## src/rtl/irq_ctr_pkg.sv

```systemverilog
package irq_ctr_pkg;
  typedef enum logic [2:0] {
    CMD_NONE    = 3'd0,
    CMD_PERIOD  = 3'd1,
    CMD_RELOAD  = 3'd2,
    CMD_DISABLE = 3'd3,
    CMD_ENABLE  = 3'd4
  } ctr_cmd_e;
endpackage

```

## src/rtl/irq_win_decode.sv

```systemverilog
module irq_win_decode
  import irq_ctr_pkg::*;
#(
  parameter int          ADDR_W     = 16,
  parameter bit          ALIAS_ON   = 1'b1,
  parameter logic [15:0] ALIAS_BASE = 16'h4100
) (
  input  logic              wr_en,
  input  logic [ADDR_W-1:0] wr_addr,
  output ctr_cmd_e          cmd
);
  localparam int TOP = ADDR_W - 1;

  ctr_cmd_e hi_cmd;
  ctr_cmd_e lo_cmd;

  // High window: bits [TOP:TOP-2] pick the group, bit 0 picks the pair member.
  always_comb begin
    hi_cmd = CMD_NONE;
    unique case ({wr_addr[TOP:TOP-2], wr_addr[0]})
      4'b1100: hi_cmd = CMD_PERIOD;
      4'b1101: hi_cmd = CMD_RELOAD;
      4'b1110: hi_cmd = CMD_DISABLE;
      4'b1111: hi_cmd = CMD_ENABLE;
      default: hi_cmd = CMD_NONE;
    endcase
  end

  generate
    if (ALIAS_ON) begin : g_alias
      logic base_hit;
      assign base_hit = (wr_addr[TOP:4] == ALIAS_BASE[TOP:4]);
      always_comb begin
        lo_cmd = CMD_NONE;
        if (base_hit) begin
          unique case (wr_addr[3:0])
            4'h1:    lo_cmd = CMD_PERIOD;
            4'h2:    lo_cmd = CMD_RELOAD;
            4'h3:    lo_cmd = CMD_DISABLE;
            4'h4:    lo_cmd = CMD_ENABLE;
            default: lo_cmd = CMD_NONE;
          endcase
        end
      end
    end else begin : g_no_alias
      assign lo_cmd = CMD_NONE;
    end
  endgenerate

  always_comb begin
    if (!wr_en)                 cmd = CMD_NONE;
    else if (hi_cmd != CMD_NONE) cmd = hi_cmd;
    else                         cmd = lo_cmd;
  end
endmodule

```

## src/rtl/irq_line_counter.sv

```systemverilog
module irq_line_counter
  import irq_ctr_pkg::*;
#(
  parameter int CNT_W = 8
) (
  input  logic             clk,
  input  logic             rst_n,
  input  ctr_cmd_e         cmd,
  input  logic [CNT_W-1:0] wr_data,
  input  logic             tick,
  output logic [CNT_W-1:0] count_q,
  output logic             pend_q
);
  localparam logic [CNT_W-1:0] EVEN_MASK = {{(CNT_W-1){1'b1}}, 1'b0};
  localparam logic [CNT_W-1:0] ZERO      = '0;

  logic [CNT_W-1:0] period_q, period_w, count_n;
  logic             reload_q, reload_w, reload_n;
  logic             en_q, en_w;
  logic             pend_w, pend_n;

  // Stage 1: apply the processor write.
  always_comb begin
    period_w = (cmd == CMD_PERIOD) ? (wr_data & EVEN_MASK) : period_q;
    reload_w = reload_q | (cmd == CMD_RELOAD);
    en_w     = (cmd == CMD_ENABLE) ? 1'b1 : (cmd == CMD_DISABLE) ? 1'b0 : en_q;
    pend_w   = (cmd == CMD_DISABLE) ? 1'b0 : pend_q;
  end

  // Stage 2: the scanline strobe sees the post-write state.
  always_comb begin
    count_n  = count_q;
    reload_n = reload_w;
    pend_n   = pend_w;
    if (tick) begin
      if (reload_w) begin
        count_n  = period_w;
        reload_n = 1'b0;
      end else if (count_q == ZERO) begin
        count_n = period_w;
      end else begin
        count_n = count_q - 1'b1;
      end
      pend_n = pend_w | ((count_n == ZERO) & en_w);
    end
  end

  always_ff @(posedge clk) begin
    if (!rst_n) begin
      period_q <= '0;
      count_q  <= '0;
      reload_q <= 1'b0;
      en_q     <= 1'b0;
      pend_q   <= 1'b0;
    end else begin
      period_q <= period_w;
      count_q  <= count_n;
      reload_q <= reload_n;
      en_q     <= en_w;
      pend_q   <= pend_n;
    end
  end

  a_r8_idle_hold: assert property (@(posedge clk) disable iff (!rst_n)
    !tick |=> $stable(count_q));

  a_r6_disable_clears: assert property (@(posedge clk) disable iff (!rst_n)
    (cmd == CMD_DISABLE) |=> !pend_q);

  a_r5_sticky: assert property (@(posedge clk) disable iff (!rst_n)
    (pend_q && cmd != CMD_DISABLE) |=> pend_q);

  a_r4_decrement: assert property (@(posedge clk) disable iff (!rst_n)
    (tick && !reload_q && cmd != CMD_RELOAD && count_q != ZERO)
      |=> (count_q == $past(count_q) - 1'b1));

  a_r2_period_even: assert property (@(posedge clk) disable iff (!rst_n)
    (tick && reload_q) |=> !count_q[0]);
endmodule

```

## src/rtl/scanline_irq_ctr.sv

```systemverilog
module scanline_irq_ctr
  import irq_ctr_pkg::*;
#(
  parameter int          CNT_W      = 8,
  parameter int          ADDR_W     = 16,
  parameter bit          ALIAS_ON   = 1'b1,
  parameter logic [15:0] ALIAS_BASE = 16'h4100
) (
  input  logic              clk,
  input  logic              rst_n,
  input  logic              wr_en,
  input  logic [ADDR_W-1:0] wr_addr,
  input  logic [CNT_W-1:0]  wr_data,
  input  logic              line_strobe,
  input  logic              render_en,
  output logic              irq,
  output logic [CNT_W-1:0]  count_q
);
  ctr_cmd_e cmd;
  logic     tick;

  assign tick = line_strobe & render_en;

  irq_win_decode #(
    .ADDR_W(ADDR_W), .ALIAS_ON(ALIAS_ON), .ALIAS_BASE(ALIAS_BASE)
  ) u_dec (
    .wr_en(wr_en), .wr_addr(wr_addr), .cmd(cmd)
  );

  irq_line_counter #(.CNT_W(CNT_W)) u_cnt (
    .clk(clk), .rst_n(rst_n), .cmd(cmd), .wr_data(wr_data),
    .tick(tick), .count_q(count_q), .pend_q(irq)
  );

  a_r5_rise_at_zero: assert property (@(posedge clk) disable iff (!rst_n)
    $rose(irq) |-> (count_q == '0));

  a_r8_render_off_hold: assert property (@(posedge clk) disable iff (!rst_n)
    (!render_en && !wr_en) |=> ($stable(irq) && $stable(count_q)));

  a_r10_no_write_no_clear: assert property (@(posedge clk) disable iff (!rst_n)
    (irq && !wr_en) |=> irq);
endmodule

```

## config.mk

```make
export PLATFORM = sky130hd
export DESIGN_NAME = scanline_irq_ctr
export DESIGN_NICKNAME = d
export VERILOG_FILES = /design/src/rtl/irq_ctr_pkg.sv /design/src/rtl/irq_win_decode.sv /design/src/rtl/irq_line_counter.sv /design/src/rtl/scanline_irq_ctr.sv
export SDC_FILE = /design/constraint.sdc
export NUM_CORES = 1
export LEC_CHECK = 0
export ABC_AREA = 1
export BUFFER_PORTS_ARGS = -buffer_cell sky130_fd_sc_hd__buf_2
export CORE_MARGIN = 2
export CORE_UTILIZATION = 54
export DETAILED_ROUTE_END_ITERATION = 10
export GPL_TIMING_DRIVEN = 1
export MAX_ROUTING_LAYER = met4
export PLACE_DENSITY = 0.82
export SLEW_MARGIN = 20
export SYNTH_ARGS = -nofsm -noshare
export SYNTH_HDL_FRONTEND = slang
export SYNTH_SLANG_ARGS = --single-unit
export TNS_END_PERCENT = 100
```

## constraint.sdc

```tcl
create_clock -name clk -period 3.3 [get_ports clk]
set_clock_uncertainty 0.15 [all_clocks]
set_input_delay 0 -clock clk [delete_from_list [all_inputs] [get_ports clk]]
set_output_delay 0 -clock clk [all_outputs]
set_load 0.01 [all_outputs]
```

==> flow_summary_export.csv, run 1 <==
group,metric,value,unit
outcome,outcome,"completed",
timing,fin_setup_tns,0,ns
finish,multi_input_area,734.5,um^2
timing,hold_viol,0,
logic_synthesis,synth_compound_area_share,10.05,%
logic_synthesis,yosys.area.top_type,"dfxtp_1",
logic_synthesis,yosys.area.top_type_share,31.18,%
global_routing,grt_pass1_vias,1295,
floorplanning,start_util,56.23,%
clocking,cts-resized-gates,0,
finish,fill_cells,197,
pwr,pwr-share-seq,37.9,%
global_routing,grt_overflow,0,
logic_synthesis,avgSynthCellArea,6.666,um^2
logic_synthesis,synth_edf_count,0,
logic_synthesis,synth_fa_ha_area_share,2.051,%
floorplanning,ios,38,
floorplanning,fp.coreArea,2170,um^2
clocking,cts_root_buf,"clkbuf_4",
routing,routed_via_density,5.240,
routing,wl_per_cell,11.50,um
setup_path,rrSetupSlack,1.34,ns
setup_path,cp.required,3.37,ns
pwr,cellLeakagePower,0.0007915,uW
setup_path,rr_worst_depth,10,
clocking,cts_inserted_buffers,3,
global_routing,antenna_found_initial,0,
pwr,combPwrFrac,45.3,%
setup_path,critPathArrivalTime,2.03,ns
worst_hold_path,hold_class,"input port to register",
global_routing,grt_start_max_net_pins,11,
timing,fin_crit,1.963,ns
logic_synthesis,synth_commonest_cells,"49 x nand2_1, 25 x inv_1, 25 x nor2_1, 19 x dfxtp_1, 8 x nand3_1",
finish,utilization,72.43,%
finish,drive_gt1_share,22.65,%
floorplanning,die_h,51.53,um
timing,slew_headroom,79.42,%
clocking,h-tree-depth,1,
logic_synthesis,synthTopCellsByArea,"dfxtp_1 31%, nand2_1 15%, inv_1 7.7%",
global_routing,grtUsageTotal,24.31,%
setup_path,crit_start,"u_cnt.count_q[3]",
routing,routed_wl,3.014,mm
pwr,powerDensity,435.4,nW/um^2
floorplanning,dieWidth,51.53,um
routing,initialDrtViolationCount,37,
clocking,cts_hold_buf,11,
clocking,cts_setup_buffers,0,
logic_synthesis,synth_simple_gate_area_share,43.79,%
timing,grt_setup_unrepaired,"no",
setup_path,r2r_start,"u_cnt.count_q[3]",
pwr,p_int,418.0,uW
worst_hold_path,whs_path_depth,6,
global_routing,grt_pass1_wl,4.850,mm
setup_path,path_class,"register to register",
logic_synthesis,synth_ff_type,"dfxtp_1",
flow_run,maxCapViolCount,0,
pwr,p_switching,266.2,uW
clocking,cts_buffer_depth,2,
clocking,clk_latency,0.29,ns
pwr,clkPwrFrac,16.8,%
setup_path,crit_fanout,9,
floorplanning,dieArea,2655,um^2
logic_synthesis,synthMuxAreaShare,0,%
routing,first_pass_iters,4,
timing,period_share,59.50,%
logic_synthesis,synth_top_family_by_area,"simple AND/OR/NAND/NOR gates",
finish,nNetsFinal,266,
pwr,netSwitchingFraction,38.91,%
logic_synthesis,synth_area,1220,um^2
pwr,vdd_drop_max,0.3003,mV
setup_path,r2r-end,"u_cnt.pend_q",
logic_synthesis,synthesis.nets,214,
finish,seqCellArea,380.4,um^2
logic_synthesis,synthMostInstantiatedCell,"nand2_1",
logic_synthesis,synth-async-reset-ratio,0,%
timing,tightest_slew,0.3080,ns
logic_synthesis,seq_area_frac_synth,31.18,%
setup_path,cp-end-kind,"register",
timing,drv_slew,0,
logic_synthesis,synth_xor_area_share,4.308,%
finish,area_growth,28.82,%
routing,drc_errors,0,
timing,max_clock_freq,509.3,MHz
floorplanning,rows,17,
finish,diodes,0,
setup_path,cp-start-kind,"register",
timing,fin_hold_ws,0.05636,ns
placed_design,place_congestion,0.9562,
setup_path,crit_path_end,"u_cnt.pend_q",
logic_synthesis,yosysUniqueCellTypes,30,
routing,num_vias,1373,
routing,ant_nets,0,
timing,setup_viol_count_final,0,
clocking,path_clk_slew,0.11,ns
placed_design,hpwl,2.359,mm
placed_design,port_buffers,36,
logic_synthesis,syn-instance-count,183,
clocking,clkSinkCount,19,
logic_synthesis,yosysWarnings,0,
clocking,cts_tree,"built",
logic_synthesis,synth_seq_cells,19,
## metrics by stage
step / instances / power (uW) / instance area (um^2) / setup slack, ns
3_5_place_dp: 247 / 559.9 / 1435 / 1.405
2_1_floorplan: 183 / 480.9 / 1220 / 1.655
3_3_place_gp: 247 / 547.9 / 1435 / 1.503
5_1_grt: 262 / 730.3 / 1572 / 1.194
6_report: 262 / 684.2 / 1572 / 1.337
4_1_cts: 262 / 682.0 / 1572 / 1.365
## layout by cell type, fill, tap and decap left out, types with 3 or more instances in the layout
cell           Yosys  routed
nand2_1           49      49
buf_2              0      36
inv_1             25      25
nor2_1            25      25
dfxtp_1           19      19
dlygate4sd3_1      0      11
nand3_1            8       8
nand4_1            7       7
o22ai_1            6       6
a21oi_1            5       5
nand3b_1           5       5
xor2_1             5       5
nand2_2            3       3
o21ai_0            3       3
nand2_4            3       3
clkbuf_4           0       3
## how the worst min path moves through the flow
stage / startpoint / to / slack (ns)
6_report: wr_addr[3] / u_cnt.en_q / 0.06
5_1_grt: wr_addr[2] / u_cnt.en_q / 0.08
3_5_place_dp: rst_n / u_cnt.count_q[7] / 0.14
2_1_floorplan: rst_n / u_cnt.count_q[7] / -0.02
3_3_place_gp: rst_n / u_cnt.count_q[7] / 0.14
4_1_cts: wr_addr[2] / u_cnt.en_q / 0.05
## layer usage
metal | vias up | share of wire [%] | track usage, %
met5 | - | 0 | -
met4 | 0 | 1.9 | 7.895
met3 | 8 | 6.1 | 3.161
met2 | 68 | 51 | 45.51
met1 | 604 | 41 | 26.44
li1 | 693 | - | -
## kinds of logic after synthesis
| kind of cell | after synthesis |
|---|---|
| adder cells (fa/ha/maj) | 2 |
| AO/OA/AOI/OAI | 19 |
| flip-flops | 19 |
| AND/OR/NAND/NOR | 109 |
| buffers and inverters | 28 |
| XOR/XNOR | 6 |
## registers in the layout, summed over array words and instances, names as in the netlist
signal          count
u_cnt.period_q      8
u_cnt.en_q          1
u_cnt.count_q       8
u_cnt.reload_q      1
u_cnt.pend_q        1
## critical path, stage by stage (launching register included)
cell and delay, ns:
dfxtp_1 0.34, nor2_1 0.19, and3_1 0.22, nand4_2 0.22, nand3_4 0.22, nand2_1 0.06, nand2_1 0.09, nand2_1 0.06
nor2_1 0.12, nand3_1 0.10, a21oi_2 0.12
## layout make-up
type	instances	share of cell area, %
repair buffers	47	18.47
well taps	28	2.229
multi-input cells	136	46.74
flip-flops and latches	19	24.20
clock buffers	4	1.672
inverters	28	6.688
## power by group through the flow
stage                     Combinational (uW)  Clock, uW  Sequential [uW]
after floorplan                          212          0              269
after global placement                   285          0              263
after detailed placement                 295          0              264
after CTS                                306        117              259
after global routing                     342        127              261
final                                    310        115              259
(Power assumes the default switching activity.)
==> run 2, diff against run 1 <==
- ABC_AREA: 1 -> 0
- CORE_UTILIZATION: 54 -> 51
- PLACE_DENSITY: 0.82 -> 0.77
- clock period: 3.3 -> 1.9 ns (I/O delays scaled with it)
==> run 2 against run 1 <==
The flow now finishes with violations (negative setup slack). Combinational power grew to 3.5 times the previous value. Final cell count is 3.8% lower. Clock-buffer cell count stayed put. Fmax is 20% lower. First-iteration DRC count is 5.4% higher. Non-clock buffer count is 27 higher. Design area is 22% higher. Critical path depth is 5 lower. Via count is 11% higher. Area after synthesis is 3.8% higher. Register-to-register slack worse by 1.9 ns. Critical path type unchanged.
==> flow_summary_export.csv, run 2 <==
group,metric,value,unit
outcome,outcome,"finished, violations left",
outcome,violations,"negative setup slack",
floorplanning,ios,38,
logic_synthesis,yosysWarnings,0,
floorplanning,rows,18,
timing,drv_slew,0,
global_routing,grt_pass1_wl,6.279,mm
setup_path,path_class,"register to register",
pwr,combPwrFrac,61.6,%
timing,grt_setup_unrepaired,"yes",
pwr,p_switching,684.3,uW
setup_path,critPathArrivalTime,2.57,ns
timing,fin_crit,2.461,ns
global_routing,busiest_layer,"met2",
logic_synthesis,synthMostInstantiatedCell,"dfxtp_1",
logic_synthesis,synthTopCellsByArea,"dfxtp_1 30%, mux2i_1 4.0%, nand2_1 3.6%",
clocking,clkSinkCount,19,
finish,mostFrequentLayoutCell,"buf_2",
logic_synthesis,synth_edf_count,0,
timing,setup_viol_count_final,9,
worst_hold_path,hp-start,"wr_data[1]",
logic_synthesis,synth_seq_cells,19,
setup_path,path_cells,"or4_4 -> or4b_4 -> a221o_2 -> a221oi_2 -> a41o_1",
pwr,powerDensity,906.7,nW/um^2
global_routing,grt_util_met3,5.000,%
pwr,pwr-share-seq,25.9,%
logic_synthesis,synth-async-reset-ratio,0,%
worst_hold_path,hold_class,"input port to register",
routing,routed_wl,4.187,mm
setup_path,crit_fanout,4,
setup_path,cp-end-kind,"register",
logic_synthesis,synth_area,1266,um^2
logic_synthesis,synth_commonest_cells,"19 x dfxtp_1, 12 x nand2_1, 8 x a21oi_1, 8 x nand3_1",
logic_synthesis,yosys.area.top_type_share,30.04,%
floorplanning,dieWidth,53.83,um
floorplanning,dieArea,2897,um^2
clocking,cts_tree,"built",
flow_run,maxCapViolCount,0,
clocking,cts_buffer_depth,2,
setup_path,cp-start-kind,"register",
clocking,clk_latency,0.31,ns
routing,routed_via_density,6.067,
timing,slew_headroom,67.28,%
routing,initialDrtViolationCount,39,
placed_design,post-place-ws,-0.5053,ns
setup_path,r2r_start,"u_cnt.count_q[5]",
floorplanning,die_h,53.83,um
logic_synthesis,synth_ff_type,"dfxtp_1",
routing,first_pass_iters,5,
timing,max_clock_freq,406.4,MHz
finish,drive_gt1_share,44.14,%
worst_hold_path,hold-path-endpoint,"u_cnt.period_q[1]",
finish,fill_cells,156,
clocking,path_clk_slew,0.11,ns
timing,period_share,129.5,%
logic_synthesis,seq_area_frac_synth,30.04,%
timing,hold_viol,0,
finish,diodes,0,
setup_path,rr_worst_depth,5,
worst_hold_path,whs_path_depth,4,
placed_design,place_congestion,0.9531,
pwr,finalPower,1741,uW
setup_path,rrSetupSlack,-0.56,ns
global_routing,antenna_found_initial,0,
finish,mostFrequentLayoutCells,"36 x buf_2, 27 x buf_4, 16 x dfxtp_1",
pwr,cellLeakagePower,0.0008875,uW
logic_synthesis,syn-instance-count,152,
logic_synthesis,yosys.area.top_type,"dfxtp_1",
setup_path,cpPeakStageDelay,0.54,ns
clocking,cts_inserted_buffers,3,
timing,layout_setup_ws,-0.5605,ns
setup_path,r2r-end,"u_cnt.pend_q",
global_routing,grt_start_max_net_pins,20,
routing,wl_per_cell,16.62,um
placed_design,hpwl,2.736,mm
pwr,p_int,1057,uW
pwr,vdd_drop_max,0.8988,mV
clocking,h-tree-depth,1,
global_routing,met2_usage,51.42,%
routing,drc_errors,0,
finish,area_growth,51.68,%
placed_design,port_buffers,36,
routing,ant_nets,0,
routing,num_vias,1529,
logic_synthesis,synthesis.nets,183,
floorplanning,start_util,52.54,%
global_routing,grt_overflow,0,
finish,largestRegisters,"u_cnt.count_q (8), u_cnt.period_q (8)",
global_routing,grt_pass1_vias,1409,
floorplanning,fp.coreArea,2410,um^2
timing,tightest_slew,0.4840,ns
pwr,clkPwrFrac,12.6,%
global_routing,use_met1,36.07,%
clocking,cts_root_buf,"clkbuf_4",
global_routing,grtUsageTotal,31.36,%
setup_path,slowest_stage,"or4_4",
logic_synthesis,yosysUniqueCellTypes,52,
finish,nNetsFinal,254,
logic_synthesis,avgSynthCellArea,8.330,um^2
pwr,netSwitchingFraction,39.30,%
setup_path,cp.required,2.01,ns
[run 2: power by group through the flow]
stage	Sequential (uW)	Combinational (uW)	Clock (uW)
floorplan	491	515	0
CTS	449	1020	220
global placement	457	767	0
finish	451	1070	219
global route	454	1150	242
detailed placement	458	790	0
[run 2: cell families (layout without fill, tap and decap cells)]
group | count (synthesis) | after routing | synth area share, %
simple gates | 61 | 61 | 27.87
compound gates | 46 | 46 | 27.08
flops | 19 | 19 | 30.04
buf+inv | 13 | 83 | 4.742
mux | 6 | 6 | 4.842
xor+xnor | 5 | 5 | 3.459
fa+ha+maj | 2 | 2 | 1.976
[run 2: through the flow]
stage	cells	hold slack, ns	TNS, ns	utilization (%)	cell area, um^2
finish	252	0.009903	-3.494	79.70	1921
global route	252	0.02639	-3.876	79.70	1921
CTS	252	0.0001097	-3.382	77.67	1872
detailed placement	239	0.1865	-3.650	69.06	1664
global placement	239	0.1782	-3.170	69.06	1664
floorplan	152	0.03968	-2.972	-	1270
[run 2: critical path: cells and delay by family (launching register included)]
family / cells / cell delay [ns]
simple gates: 2 / 1.07
flops: 1 / 0.34
compound gates: 3 / 0.85
[run 2: what timing repair did]
action                                  CTS  global route
pin swaps                                14            11
cloned                                    0             0
resized for setup                        23             9
hold endpoints to repair                 19             0
endpoints found under the setup margin    9            11
buffers inserted                          2             0
hold buffers                              7             0
[run 2: how the worst max path moves through the flow]
stage / startpoint / end / slack, ns / cells past startpoint
2_1_floorplan: u_cnt.count_q[5] / u_cnt.pend_q / -0.45 / 6
3_3_place_gp: u_cnt.count_q[5] / u_cnt.pend_q / -0.44 / 6
3_5_place_dp: u_cnt.count_q[5] / u_cnt.pend_q / -0.51 / 6
4_1_cts: u_cnt.count_q[5] / u_cnt.pend_q / -0.54 / 5
5_1_grt: u_cnt.count_q[5] / u_cnt.pend_q / -0.63 / 5
6_report: u_cnt.count_q[5] / u_cnt.pend_q / -0.56 / 5
[run 2: final cells by class]
type | instances | area, um^2 | share of cell area (%)
Clock buffer | 4 | 26.28 | 1.368
Inverter | 5 | 18.77 | 0.9772
Multi-Input combinational cell | 120 | 952.2 | 49.58
Sequential cell | 19 | 384.1 | 20.00
Tap cell | 30 | 37.54 | 1.954
Timing Repair Buffer | 74 | 501.7 | 26.12
[run 2: routing by layer]
layer | vias to the layer above | part of all wire [%]
met5 | - | 0
met4 | 0 | 3.6
met3 | 18 | 5.6
met2 | 72 | 50
met1 | 719 | 41
li1 | 720 | -
